`config.mk`:
```
export PLATFORM = sky130hd
export DESIGN_NAME = pipe_div
export DESIGN_NICKNAME = d
export VERILOG_FILES = /design/src/rtl/div_pkg.sv /design/src/rtl/div_stage.sv /design/src/rtl/div_bound_reg.sv /design/src/rtl/pipe_div.sv
export SDC_FILE = /design/constraint.sdc
export NUM_CORES = 1
export LEC_CHECK = 0
export CORE_ASPECT_RATIO = 1.25
export CORE_MARGIN = 5
export CORE_UTILIZATION = 45
export DETAILED_ROUTE_END_ITERATION = 12
export PLACE_DENSITY_LB_ADDON = 0.1
export SETUP_SLACK_MARGIN = 0.4
export SLEW_MARGIN = 10
export SYNTH_ARGS = -nofsm -noshare
export SYNTH_HDL_FRONTEND = slang
export SYNTH_HIERARCHICAL = 1
export SYNTH_SLANG_ARGS = --single-unit
```
`constraint.sdc`:
```
create_clock -name vclk -period 29.2
set_input_delay 5.84 -clock vclk [all_inputs]
set_output_delay 5.84 -clock vclk [all_outputs]
set_load 0.02 [all_outputs]
```
`src/rtl/div_pkg.sv`:
```
`timescale 1ns/1ps
package div_pkg;
  // True when the boundary after stage k holds a register, given the stage
  // where insertion begins and the number of registers to place.
  function automatic bit boundary_reg(int k, int w, int lat, int start);
    int d;
    d = (k - start + w) % w;
    return (d < lat);
  endfunction
endpackage

```
`src/rtl/div_stage.sv`:
```
`timescale 1ns/1ps
module div_stage #(
  parameter int W = 8
) (
  input  logic [W-1:0] rem_i,
  input  logic [W-1:0] dq_i,
  input  logic [W-1:0] den_i,
  output logic [W-1:0] rem_o,
  output logic [W-1:0] dq_o
);
  logic [W:0]   trial;
  logic         fits;
  logic [W-1:0] rem_sub;

  always_comb begin
    trial   = {rem_i, dq_i[W-1]};
    fits    = (trial >= {1'b0, den_i});
    rem_sub = trial[W-1:0] - den_i;
    rem_o   = fits ? rem_sub : trial[W-1:0];
    dq_o    = {dq_i[W-2:0], fits};
  end

  // a reduced partial remainder stays below the divisor.
  always_comb begin
    if (den_i != '0 && rem_i < den_i) begin
      a_r1_rem_below_den: assert (rem_o < den_i);
    end
  end

  // a zero divisor always sets the quotient bit.
  always_comb begin
    if (den_i == '0) begin
      a_r4_zero_den_sets_bit: assert (dq_o[0] == 1'b1);
    end
  end
endmodule

```
`src/rtl/div_bound_reg.sv`:
```
`timescale 1ns/1ps
module div_bound_reg #(
  parameter int W  = 8,
  parameter bit EN = 1'b0
) (
  input  logic         clk,
  input  logic         rst_n,
  input  logic         vld_d,
  input  logic [W-1:0] rem_d,
  input  logic [W-1:0] dq_d,
  input  logic [W-1:0] den_d,
  output logic         vld_q,
  output logic [W-1:0] rem_q,
  output logic [W-1:0] dq_q,
  output logic [W-1:0] den_q
);
  generate
    if (EN) begin : g_reg
      logic [W-1:0] rem_nx, dq_nx, den_nx;

      always_comb begin
        rem_nx = vld_d ? rem_d : rem_q;
        dq_nx  = vld_d ? dq_d  : dq_q;
        den_nx = vld_d ? den_d : den_q;
      end

      always_ff @(posedge clk or negedge rst_n) begin
        if (!rst_n) vld_q <= 1'b0;
        else        vld_q <= vld_d;
      end

      always_ff @(posedge clk) begin
        rem_q <= rem_nx;
        dq_q  <= dq_nx;
        den_q <= den_nx;
      end

      // an empty slot never turns into a valid one at the next boundary.
      a_r2_no_spurious_valid: assert property (@(posedge clk) disable iff (!rst_n)
        !vld_d |=> !vld_q);
    end else begin : g_wire
      logic unused_clk_rst;
      assign unused_clk_rst = clk ^ rst_n;
      assign vld_q = vld_d;
      assign rem_q = rem_d;
      assign dq_q  = dq_d;
      assign den_q = den_d;
    end
  endgenerate
endmodule

```
`src/rtl/pipe_div.sv`:
```
`timescale 1ns/1ps
module pipe_div #(
  parameter int W       = 8,
  parameter int LATENCY = 0,
  parameter int PLACE   = W / 2
) (
  input  logic         clk,
  input  logic         rst_n,
  input  logic         in_valid,
  input  logic [W-1:0] dividend,
  input  logic [W-1:0] divisor,
  output logic         out_valid,
  output logic [W-1:0] quotient,
  output logic [W-1:0] remainder
);
  localparam int START = W - 1 - PLACE;

  // reject illegal settings at elaboration.
  generate
    if (LATENCY < 0 || LATENCY > W) begin : g_bad_latency
      $error("pipe_div: LATENCY must lie in 0..W");
    end
    if (PLACE < 0 || PLACE > W - 1) begin : g_bad_place
      $error("pipe_div: PLACE must lie in 0..W-1");
    end
    if (W < 2) begin : g_bad_width
      $error("pipe_div: W must be at least 2");
    end
  endgenerate

  logic [W-1:0] rem_s [0:W];
  logic [W-1:0] dq_s  [0:W];
  logic [W-1:0] den_s [0:W];
  logic         vld_s [0:W];
  logic [W-1:0] rem_c [0:W-1];
  logic [W-1:0] dq_c  [0:W-1];

  assign rem_s[0] = '0;
  assign dq_s[0]  = dividend;
  assign den_s[0] = divisor;
  assign vld_s[0] = in_valid;

  generate
    for (genvar k = 0; k < W; k++) begin : g_chain
      localparam bit HAS_REG = div_pkg::boundary_reg(k, W, LATENCY, START);

      div_stage #(.W(W)) u_stage (
        .rem_i (rem_s[k]),
        .dq_i  (dq_s[k]),
        .den_i (den_s[k]),
        .rem_o (rem_c[k]),
        .dq_o  (dq_c[k])
      );

      div_bound_reg #(.W(W), .EN(HAS_REG)) u_bound (
        .clk   (clk),
        .rst_n (rst_n),
        .vld_d (vld_s[k]),
        .rem_d (rem_c[k]),
        .dq_d  (dq_c[k]),
        .den_d (den_s[k]),
        .vld_q (vld_s[k+1]),
        .rem_q (rem_s[k+1]),
        .dq_q  (dq_s[k+1]),
        .den_q (den_s[k+1])
      );
    end
  endgenerate

  logic [W-1:0] unused_den_tail;
  assign unused_den_tail = den_s[W];

  assign out_valid = vld_s[W];
  assign quotient  = dq_s[W];
  assign remainder = rem_s[W];

  generate
    if (LATENCY == 0) begin : g_comb_chk
      // with no registers the valid flag passes straight through.
      always_comb begin
        a_r3_comb_valid: assert (out_valid === in_valid);
      end
    end else begin : g_seq_chk
      // a reset just released leaves no result flagged.
      a_r8_quiet_after_reset: assert property (@(posedge clk) disable iff (!rst_n)
        $rose(rst_n) |-> !out_valid);
    end
  endgenerate
endmodule

```
After elaboration in Yosys (flattened, before gate mapping). Index checks and enable logic that the tools add are counted.

Magnitude comparators: 8. Muxes and demuxes: 8. $add $sub $neg: 8.

Operators with widths (count): 8-bit two-way mux (8); 9-bit by 8-bit >= comparator with 1-bit output (7); 8-bit subtractor (7); 1-bit by 8-bit >= comparator with 1-bit output (1); 1-bit by 8-bit subtractor with 8-bit output (1).

Register bits: 0.

Logic depth before layout (Yosys ltp).
Depth after elaboration: 16. Gate-level depth with buffers: 68. Gate-level depth less buffers: 51.

Cells and area by module. The synthesis kept the hierarchy.

By module, submodules not included: div_stage (g_chain[1].u_stage ...) (area an instance 580.6 µm², cells an instance 77, times used 6, sequential area each 0.0 µm²); div_bound_reg (area an instance 187.7 µm², cells an instance 25, times used 8, sequential area each 0.0 µm²); div_stage (g_chain[0].u_stage ...) (area an instance 599.3 µm², cells an instance 74, times used 2, sequential area each 0.0 µm²); pipe_div (area an instance 3.8 µm², cells an instance 1, times used 1, sequential area each 0.0 µm²).

Worst setup path after synthesis. Ideal clock, no wire load.

Path type: input to output. From: input port divisor[5]. To: output port remainder[2]. Stages on the path: 59. Slack: 4.760 ns. Arrival: 18.600 ns. Path through: inv_1 > ha_1 > buf_6 > nand3_1 > nor3_1 > a2111oi_2 > o21a_1 > buf_6 > mux2_4 > buf_4 > ha_1 > a21o_1 > a21oi_2 > o21ai_2 > a41oi_4 > mux2_2 > buf_4 > ha_1 > (+23 left out) > o21ai_2 > a41oi_4 > mux2_2 > buf_4 > ha_1 > a21o_1 > a21oi_2 > o21ai_2 > a41oi_4 > mux2_2 > buf_4 > ha_1 > a21o_1 > a21oi_2 > o21ai_2 > a41oi_4 > mux2_2 > buf_4.

RTL lines: from (decl) (RTL line pipe_div.sv:11) `input logic [W-1:0] divisor,`; to (decl) (RTL line pipe_div.sv:14) `output logic [W-1:0] remainder`.

==> out/qor.txt <==
status = finished, final reports clean
largest net degree at the start of global routing = 17
top sig layer = met4
drt drc = 0
yosys warns = 6
Worst setup EP type = output pin
Syn Area/Cell = 7.630 um2
DP Cell Count = 749
met2 wire length = 5.878 mm
slew of the pin with the lowest slew margin = 0.5723 ns
startpoint type of the worst setup path = primary input
Crit Path Max Fanout = 9
RD Place Congestion = 0.8132
Arrival @ worst endpoint = 20.87 ns
Post-Syn Area = 6127 um2
Hold Buf Count CTS = 0
Final nets = 671
CP max stage cell = clkdlybuf4s50_1
first-pass GRT wire length = 18.59 mm
num sequential = 0
Routed WL per cell = 15.06 um
Finished Layout Cells = 749
path type of the worst setup path = primary input to output pin
Routed Antenna Nets = 0
Setup TNS = 0 ns
vias per inst = 5.171
Die ar. = 16060 um2
# IOs = 36
Largest stage delay, worst path = 0.82 ns
RSZ-0062 raised after global routing = no
Post-CTS Setup Bufs = 0
layout cells sized above 1 = 0.1298
crit-path most repeated cell = ha_1
Port Buffer Count = 32
initial core utilization = 0.4610
FMAX = 37.44 MHz
met3 wire len = 130 um
Worst Hold Class = primary input to output pin
setup ws final = 2.492 ns
pre-CTS WS = 2.373 ns
WP data required = 23.36 ns
number of global-route vias before repair = 3774
Min Hold Slack = 11.68 ns
Hold Vio Cnt, Final = 0
Final HPWL DP = 9.443 mm
# diodes = 0
Gate Count Post-Synth = 803
min Tclk post-route = 26.71 ns
Max Cap Viol = 0
clkbuf count = 0
Post-Route M1 WL = 5.146 mm
Worst slew margin = 0.6173
Layout area overhead = -23.38%
Slew Viols, Final = 0
Vias = 3873
Final setup viols = 0
row count = 47
DRT Pass-1 Iters = 6
period utilization = 0.9147
worst hold path depth = 0
core area = 13290 um2
die height = 140.5 um
initial DRC count = 108
Die Span X = 114.4 um
Reg area = 0 um2
initial antenna violation count = 0
Overflow after GRT = 0
cts repair resizes = 0
gr usage total = 0.1380
final wirelength = 11.28 mm
cells in the final DEF (no fill, tap or decap), drive strengths merged, types with 10 or more instances in the layout:
cell type,instances
o21ai,34
clkdlybuf4s50,32
a211oi,10
mux2,42
ha,64
xnor2,18
nor2,20
nand3,16
mux2i,16
a21o,24
a21oi,34
conb,15
o21a,10
nand2,20
inv,102
nor3,24
area by class of cell:
cell class	count	area, um2
inverters	102	382.9
multi-input cells	443	3770
repair buffers	33	327.8
fillers	1459	8596
well taps	171	214.0
final timing paths:
kind / start / to / slack [ns]
worst max-delay path: divisor[5] / remainder[4] / 2.49
worst min-delay path: in_valid / out_valid / 11.68
per-layer routing:
metal / global-route usage / vias to the layer above
met4: 0.01188 / 0
met5: 0 / -
met2: 0.2656 / 28
li1: - / 2016
met1: 0.1742 / 1823
met3: 0.005177 / 6
stage by stage:
step / utilization / area (um2)
2_1_floorplan: - / 6180
3_3_place_gp: 0.3532 / 4695
3_5_place_dp: 0.3532 / 4695
4_1_cts: 0.3532 / 4695
5_1_grt: 0.3532 / 4695
6_report: 0.3532 / 4695
critical path: cells and delay by family:
kind                     cells  cell delay (ns)
buffers and inverters        3             1.45
AO/OA/AOI/OAI               29             7.15
adder cells (fa/ha/maj)      8             2.97
AND/OR/NAND/NOR              2             0.23
multiplexers                 8             3.17
Power is left out: the tool's default activity adds up to more than one toggle a clock period on the data nets, which glitch-free logic cannot reach.
